`config.mk`:
```
export PLATFORM = sky130hd
export DESIGN_NAME = bank_row_tracker
export DESIGN_NICKNAME = d
export VERILOG_FILES = /design/src/rtl/brt_pkg.sv /design/src/rtl/brt_decode.sv /design/src/rtl/brt_bank.sv /design/src/rtl/bank_row_tracker.sv
export SDC_FILE = /design/constraint.sdc
export NUM_CORES = 1
export LEC_CHECK = 0
export CAP_MARGIN = 5
export CORE_MARGIN = 8
export CORE_UTILIZATION = 25
export CTS_CLUSTER_DIAMETER = 120
export DETAILED_ROUTE_END_ITERATION = 10
export DONT_BUFFER_PORTS = 1
export GPL_TIMING_DRIVEN = 0
export PLACE_DENSITY_LB_ADDON = 0.15
export SLEW_MARGIN = 30
export SYNTH_ARGS = -nofsm -noshare
export SYNTH_HDL_FRONTEND = slang
export SYNTH_SLANG_ARGS = --single-unit
```
`constraint.sdc`:
```
create_clock -name clk -period 6.21 [get_ports clk]
set_input_delay 0.9315 -clock clk [delete_from_list [all_inputs] [get_ports clk]]
set_output_delay 0.9315 -clock clk [all_outputs]
set_load 0.05 [all_outputs]
```
`src/rtl/brt_pkg.sv`:
```
package brt_pkg;

  typedef enum logic [2:0] {
    CMD_NOP = 3'd0,
    CMD_ACT = 3'd1,
    CMD_RD  = 3'd2,
    CMD_WR  = 3'd3,
    CMD_PRE = 3'd4,
    CMD_REF = 3'd5
  } cmd_e;

  // Number of edges a bank stays open after the command edge before a
  // self-close fires: the burst duration for the chosen chop setting.
  function automatic int unsigned burst_hold(input logic chop,
                                             input int unsigned full_cyc,
                                             input int unsigned chop_cyc);
    return chop ? chop_cyc : full_cyc;
  endfunction

  function automatic logic is_access(input cmd_e c);
    return (c == CMD_RD) || (c == CMD_WR);
  endfunction

endpackage

```
`src/rtl/brt_decode.sv`:
```
module brt_decode
  import brt_pkg::*;
#(
  parameter int NUM_BANKS = 8,
  localparam int BANK_W = $clog2(NUM_BANKS)
) (
  input  logic [2:0]           cmd,
  input  logic [BANK_W-1:0]    bank,
  input  logic                 ap_flag,
  input  logic [NUM_BANKS-1:0] open_vec,
  input  logic [NUM_BANKS-1:0] pend_vec,
  output logic                 legal,
  output logic                 illegal,
  output logic                 access_ok,
  output logic [NUM_BANKS-1:0] act_vec,
  output logic [NUM_BANKS-1:0] pre_vec,
  output logic [NUM_BANKS-1:0] ap_vec
);

  logic [NUM_BANKS-1:0] sel;
  logic                 is_cmd;
  cmd_e                 c;

  always_comb begin
    c         = cmd_e'(cmd);
    sel       = '0;
    sel[bank] = 1'b1;
    legal     = 1'b0;
    is_cmd    = 1'b1;
    act_vec   = '0;
    pre_vec   = '0;
    ap_vec    = '0;
    access_ok = 1'b0;
    case (c)
      CMD_NOP: is_cmd = 1'b0;
      CMD_ACT: begin
        legal = !open_vec[bank];
        if (legal) act_vec = sel;
      end
      CMD_RD, CMD_WR: begin
        legal     = open_vec[bank] && !pend_vec[bank];
        access_ok = legal && is_access(c);
        if (legal && ap_flag) ap_vec = sel;
      end
      CMD_PRE: begin
        if (ap_flag) begin
          legal = (pend_vec == '0);
          if (legal) pre_vec = '1;
        end else begin
          legal = !pend_vec[bank];
          if (legal) pre_vec = sel;
        end
      end
      CMD_REF: legal = (open_vec == '0);
      default: legal = 1'b0;
    endcase
    illegal = is_cmd && !legal;
  end

endmodule

```
`src/rtl/brt_bank.sv`:
```
module brt_bank
  import brt_pkg::*;
#(
  parameter int ROW_W    = 14,
  parameter int FULL_CYC = 4,
  parameter int CHOP_CYC = 2,
  localparam int CNT_W   = $clog2(FULL_CYC + 1)
) (
  input  logic             clk,
  input  logic             rst_n,
  input  logic             act_hit,
  input  logic [ROW_W-1:0] row_in,
  input  logic             pre_hit,
  input  logic             ap_start,
  input  logic             chop,
  output logic             open_q,
  output logic [ROW_W-1:0] row_q,
  output logic             ap_pend,
  output logic             ap_fire
);

  logic [CNT_W-1:0] cnt_q;

  assign ap_fire = ap_pend && (cnt_q == '0);

  always_ff @(posedge clk) begin
    if (!rst_n) begin
      open_q  <= 1'b0;
      row_q   <= '0;
      ap_pend <= 1'b0;
      cnt_q   <= '0;
    end else begin
      if (act_hit) begin
        open_q <= 1'b1;
        row_q  <= row_in;
      end else if (pre_hit || ap_fire) begin
        open_q <= 1'b0;
      end
      if (ap_start) begin
        ap_pend <= 1'b1;
        cnt_q   <= CNT_W'(burst_hold(chop, FULL_CYC, CHOP_CYC));
      end else if (ap_pend) begin
        if (cnt_q == '0) ap_pend <= 1'b0;
        else             cnt_q   <= cnt_q - 1'b1;
      end
    end
  end

  a_r6_fire_closes: assert property (@(posedge clk) disable iff (!rst_n)
    ap_fire |=> !open_q);
  a_r8_pend_means_open: assert property (@(posedge clk) disable iff (!rst_n)
    ap_pend |-> open_q);
  a_r2_act_loads_row: assert property (@(posedge clk) disable iff (!rst_n)
    act_hit |=> (open_q && row_q == $past(row_in)));
  a_r7_cnt_bounded: assert property (@(posedge clk) disable iff (!rst_n)
    ap_pend |-> (cnt_q <= CNT_W'(FULL_CYC)));

endmodule

```
`src/rtl/bank_row_tracker.sv`:
```
module bank_row_tracker
  import brt_pkg::*;
#(
  parameter int NUM_BANKS = 8,
  parameter int ROW_W     = 14,
  parameter int COL_W     = 10,
  parameter int FULL_CYC  = 4,
  parameter int CHOP_CYC  = 2,
  localparam int BANK_W   = $clog2(NUM_BANKS)
) (
  input  logic                       clk,
  input  logic                       rst_n,
  input  logic [2:0]                 cmd,
  input  logic [BANK_W-1:0]          bank,
  input  logic [ROW_W-1:0]           row,
  input  logic [COL_W-1:0]           col,
  input  logic                       ap_flag,
  input  logic                       chop,
  output logic                       cmd_ok,
  output logic                       cmd_err,
  output logic [COL_W-1:0]           burst_col,
  output logic [NUM_BANKS-1:0]       bank_open,
  output logic [NUM_BANKS*ROW_W-1:0] open_rows
);

  logic [NUM_BANKS-1:0] open_vec, pend_vec, fire_vec;
  logic [NUM_BANKS-1:0] act_vec, pre_vec, ap_vec;
  logic                 dec_legal, dec_illegal, dec_access;

  brt_decode #(.NUM_BANKS(NUM_BANKS)) u_decode (
    .cmd       (cmd),
    .bank      (bank),
    .ap_flag   (ap_flag),
    .open_vec  (open_vec),
    .pend_vec  (pend_vec),
    .legal     (dec_legal),
    .illegal   (dec_illegal),
    .access_ok (dec_access),
    .act_vec   (act_vec),
    .pre_vec   (pre_vec),
    .ap_vec    (ap_vec)
  );

  for (genvar k = 0; k < NUM_BANKS; k++) begin : g_bank
    brt_bank #(
      .ROW_W    (ROW_W),
      .FULL_CYC (FULL_CYC),
      .CHOP_CYC (CHOP_CYC)
    ) u_bank (
      .clk      (clk),
      .rst_n    (rst_n),
      .act_hit  (act_vec[k]),
      .row_in   (row),
      .pre_hit  (pre_vec[k]),
      .ap_start (ap_vec[k]),
      .chop     (chop),
      .open_q   (open_vec[k]),
      .row_q    (open_rows[k*ROW_W +: ROW_W]),
      .ap_pend  (pend_vec[k]),
      .ap_fire  (fire_vec[k])
    );
  end

  assign bank_open = open_vec;

  always_ff @(posedge clk) begin
    if (!rst_n) begin
      cmd_ok    <= 1'b0;
      cmd_err   <= 1'b0;
      burst_col <= '0;
    end else begin
      cmd_ok  <= dec_legal;
      cmd_err <= dec_illegal;
      if (dec_access) burst_col <= col;
    end
  end

  a_r12_pulses_exclusive: assert property (@(posedge clk) disable iff (!rst_n)
    $onehot0({cmd_ok, cmd_err}));
  a_r11_refresh_all_closed: assert property (@(posedge clk) disable iff (!rst_n)
    (dec_legal && cmd == CMD_REF) |-> (open_vec == '0));
  a_r3_reject_keeps_state: assert property (@(posedge clk) disable iff (!rst_n)
    (dec_illegal && fire_vec == '0) |=> $stable(open_vec));
  a_r10_pre_all_closes: assert property (@(posedge clk) disable iff (!rst_n)
    (dec_legal && cmd == CMD_PRE && ap_flag) |=> (open_vec == '0));

endmodule

```
; Yosys cells after proc, flatten, opt, wreduce, memory -nomap -nowiden
; Cells that the tools add are included.
[word_totals]
latch_bits = 0
mem_bits_ro = 0
reg_bits = 164
output_inout_bits = 132
ram_bits = 0
memories = 0
[op_classes]
n_eq_ne = 13
n_div = 0
n_addsub = 8
muxes = 83
mul = 0
n_shift = 0
bitwise_logic = 0
n_lt_le_gt_ge = 2
reduce_logical = 61
[op_table]
columns = cell, n
row1 = two-way mux 3 bit, 25
row2 = two-way mux 8 bit, 8
row3 = two-way mux 1 bit, 46
row4 = nonzero test 2 bit, 16
row5 = logical NOT 3 bit, 9
row6 = "subtractor 3 x 1 -> 3 bit, second input constant", 8
row7 = logical NOT 8 bit, 2
row8 = "inequality test 2 bit, second input constant", 8
row9 = AND reduction 2 bit, 8
row10 = logical AND 1 bit, 13
row11 = logical OR 1 bit, 9
row12 = binary-select mux 1 bit (select 3 bit), 2
row13 = "== test 3 x 2 -> 1 bit, second input constant", 2
row14 = "== test 3 bit, second input constant", 2
row15 = "less-than comparator 3 x 4 -> 1 bit, second input constant", 1
row16 = one-hot mux 1 bit (4 select lines), 1
row17 = demux 1 bit (select 3 bit), 1
row18 = "== test 3 x 1 -> 1 bit, second input constant", 1
row19 = "greater-or-equal comparator 3 x 1 -> 1 bit, second input constant", 1
row20 = logical NOT 1 bit, 3
row21 = OR reduction 2 bit, 1

; Logic depth before layout (Yosys ltp)
[logic_depth]
word_depth = 10
depth_mapped = 9

; Cells and area by module
; Synthesis repeated with hierarchy kept, for this count alone.
[hier_totals]
hier_cells = 710
area_unflattened_um2 = 7282.0
[modules_own_cells]
columns = module, area_per_inst_um2, n_inst, cells_each, seq_area_each_um2
row1 = brt_bank, 787.0, 8, 73, 380.4
row2 = brt_decode, 555.5, 1, 90, 0.0
row3 = bank_row_tracker, 430.4, 1, 36, 240.2

; Worst setup path before layout
; Ideal clock, no wire load.
[synth_timing]
path_type = input to register
startpoint = input port cmd[2]
endpoint = register g_bank[2].u_bank.row_q[10]
arrival_ns = 2.542
required_ns = 6.082
cell_stages = 7
path_buffers = 1
setup_slack_ns = 3.540
cell_sequence = or3b_2 -> a211oi_2 -> nand3_4 -> nor2_4 -> buf_8 -> mux2i_1 -> nor2_1
[synth_via]
elab_chain_cells = 2
[synth_rtl]
columns = item, line_no
row1 = start: declaration, bank_row_tracker.sv:13  ; input logic [2:0] cmd,
row2 = == test 3 x 1 -> 1 bit, brt_decode.sv:34  ; case (c)
row3 = two-way mux 8 bit, brt_decode.sv:34
row4 = end signal: assignment, brt_bank.sv:35  ; row_q <= row_in;
row5 = end: declaration, brt_bank.sv:17  ; output logic [ROW_W-1:0] row_q,
; No other way between the ends.
; A chain may end at the register's enable or synchronous reset.

; Final worst setup path
[layout_timing]
startpoint = input port bank[1]
endpoint = register g_bank[2].u_bank.row_q[9]
[layout_via]
elab_chain_cells = 6
elab_cells_between_ends = 9
[layout_rtl]
columns = item, line_no
row1 = start: declaration, bank_row_tracker.sv:14  ; input logic [BANK_W-1:0] bank,
row2 = less-than comparator 3 x 4 -> 1 bit (implied by the code) / greater-or-equal comparator 3 x 1 -> 1 bit (equally long branches), brt_decode.sv:27  ; sel[bank] = 1'b1;
row3 = logical AND 1 bit (implied by the code), brt_decode.sv:27
row4 = two-way mux 1 bit (implied by the code), brt_decode.sv:27
row5 = demux 1 bit (select 3 bit), n/a
row6 = two-way mux 8 bit (*), brt_decode.sv:38  ; if (legal) act_vec = sel;
row7 = two-way mux 8 bit (*), brt_decode.sv:34
; Every way passes the cells marked *; elsewhere a longest branch is shown, timed or not. The select of a mux whose other input is x is not followed.

==> flow_summary.ini <==
[global_routing]
grt_antenna_before_repair = 0
grt_remaining_overflow = 0
grt_pass1_wl_um = 33500
gr-usage-all-layers = 0.133
grt_start_max_net_pins = 17
grt_pass1_vias = 5081

[yosys]
avgSynthCellArea_um2 = 9.75
ys_seq_elements = 164
synthesis.nets = 773
syn_area_um2 = 7050
netlist_instances = 723
synth-main-ff-cell = dfxtp_1
seq_area_frac_synth = 0.466
async_reset_ff_frac = 0
synth-edff-count = 0
synth_cell_types = 62
ys_warn_count = 0

[clocking]
cts_buffer_depth = 2
clockRootBuffer = clkbuf_16
cts_tree = done
hold_buffers = 0
post_cts_resized = 0
cts_inserted_buffers = 17
cts.sinks = 164
cts.clk_slew.worst_paths_ps = 70
cts_setup_buffers = 0
insertion_delay_ps = 430
htree_levels = 4

[route]
first_pass_iters = 4
vias = 4998
ant_nets = 0
drt_wl_total_um = 22600
wl_per_cell_um = 19.9
first_iter_violations = 282
drc_errors = 0
viasPerCell = 4.41

[finish]
multi_input_area_um2 = 3280
layout.nets = 792
ff_latch_area_um2 = 3280
diodes = 0
final_common_cell = dfxtp_1
drive_gt1_frac = 0.118
fin_area_um2 = 8110
fillers = 3004
final_cell_mix = 164 x dfxtp_1, 135 x nor2_1, 124 x mux2i_1
area_growth_pct = 15.1

[placement]
hpwl_um = 16700
port_buffers = 0
pre_cts_ws_ps = 3210
place_area_um2 = 7530
gp_congestion = 0.819

[worst_setup_path]
cpPeakStageDelay_ps = 360
cp-end-kind = flip-flop
crit_arrival_ps = 2820
worstSetupPathType = input port to flip-flop
r2r_setup_slack_ps = 3960
path_cells = buf_6 -> mux2_4 -> a211oi_2 -> nand3_4 -> nor2_4 -> buf_8 -> mux2i_1 -> nor2_1
crit_fanout = 10
crit_path_start_kind = input port
critPathRequiredTime_ps = 6500
startpoint = bank[1]
reg2reg_from = g_bank[3].u_bank.open_q
r2r-end = g_bank[2].u_bank.row_q[9]
cp_slowest_cell = nor2_4
reg2reg_depth = 7

[sta]
skew_ps = 13.2
setup_viol = 0
rsz0062_at_grt = no
timing.final.crit_period_ps = 2530
maxClockFrequency_mhz = 395
slew_violations = 0
hold_viol = 0
setup_ws_ps = 3680
post-route-period-util = 0.407
setup_tns_ps = 0
tightestPinTransition_ps = 781
slew_headroom = 0.480

[hold_path]
hold_depth = 2
hold_path_class = flip-flop to flip-flop
worstHoldEndpoint = g_bank[2].u_bank.cnt_q[1]
min_from = g_bank[2].u_bank.cnt_q[1]

[die]
ios = 166
dieArea_um2 = 33800
start_util = 0.254
die_h_um = 184
rows = 61
fp.dieW_um = 184
core_region_area_um2 = 27800

[pwr]
p_per_area_nw_per_um2 = 278
peakVddDrop_mv = 0.135
p_leak_uw = 0.00286

[status]
status = finished, final reports clean

[job]
cap_violations = 0
[per-stage QoR]
stage          instances  total power [µW]  hold WS (ps)  utilization
5_1_grt             1133              2340           492        0.292
4_1_cts             1133              2290           482        0.292
3_5_place_dp        1101              1220           466        0.271
2_1_floorplan        723              1180           444            -
3_3_place_gp        1101              1220           457        0.271
6_report            1133              2250           477        0.292
[layer usage]
metal / global-route usage / routed length (µm) / up-vias
met5: 0 / 0 / -
met4: 0.0300 / 182 / 0
li1: - / - / 2478
met1: 0.156 / 9630 / 2361
met2: 0.209 / 10000 / 149
met3: 0.0763 / 2730 / 10
[critical path, delay by kind of cell]
family | cells | cell delay (ps)
AO/OA/AOI/OAI | 1 | 310
multiplexers | 2 | 510
buffers and inverters | 2 | 330
AND/OR/NAND/NOR | 3 | 720
[cell usage after synthesis, types with 3 or more instances]
master / number / share of area
a211oi_1: 5 / 0.0053
a21boi_0: 7 / 0.0075
a21oi_1: 14 / 0.0099
and2_1: 3 / 0.0027
and3_1: 6 / 0.0053
buf_2: 21 / 0.015
buf_4: 8 / 0.0085
buf_6: 3 / 0.0048
buf_8: 6 / 0.013
clkbuf_1: 21 / 0.011
dfxtp_1: 164 / 0.47
ha_1: 16 / 0.028
inv_1: 31 / 0.017
mux2i_1: 124 / 0.18
nand2_1: 22 / 0.012
nand2b_1: 7 / 0.0062
nand3_1: 14 / 0.0099
nand3b_1: 6 / 0.0064
nor2_1: 135 / 0.072
nor2_4: 8 / 0.013
nor3_1: 8 / 0.0057
nor3b_1: 3 / 0.0032
nor4_1: 3 / 0.0027
o211ai_1: 7 / 0.0075
o21ai_0: 8 / 0.0057
o22ai_1: 11 / 0.0098
or3_1: 3 / 0.0027
xnor2_1: 15 / 0.019
[registers in the layout (all words and copies together), names as in the netlist]
| register | flops |
|---|---|
| g_bank.u_bank.row_q | 112 |
| g_bank.u_bank.cnt_q | 24 |
| burst_col | 10 |
| g_bank.u_bank.ap_pend | 8 |
| g_bank.u_bank.open_q | 8 |
| cmd_err | 1 |
| cmd_ok | 1 |
[how the worst max path moves through the flow]
stage	end	slack (ps)
floorplan	g_bank[2].u_bank.row_q[10]	3540
global placement	g_bank[4].u_bank.cnt_q[1]	3140
detailed placement	g_bank[6].u_bank.row_q[5]	3210
CTS	g_bank[6].u_bank.row_q[5]	3660
global route	g_bank[6].u_bank.row_q[5]	3540
finish	g_bank[2].u_bank.row_q[9]	3680
[power by group]
group	internal (µW)	total, µW	leakage, µW	switching [µW]
Combinational	27.6	103	0.00126	74.9
Sequential	1060	1090	0.00132	29.2
Clock	600	1060	0.000275	460
[cell type report]
| cell class | count | area share |
|---|---|---|
| Sequential cell | 164 | 0.405 |
| Multi-Input combinational cell | 468 | 0.405 |
| Tap cell | 378 | 0.0583 |
| Clock buffer | 19 | 0.0534 |
| Inverter | 31 | 0.0143 |
| Clock inverter | 13 | 0.0184 |
| Buffer | 60 | 0.0458 |
[cells by family after synthesis]
family / synth area share
AO/OA/AOI/OAI: 0.0730
XOR/XNOR: 0.0199
adder cells (fa/ha/maj): 0.0284
multiplexers: 0.181
flip-flops: 0.466
buffers and inverters: 0.0692
AND/OR/NAND/NOR: 0.162
Power figures use the tool's default switching activity.
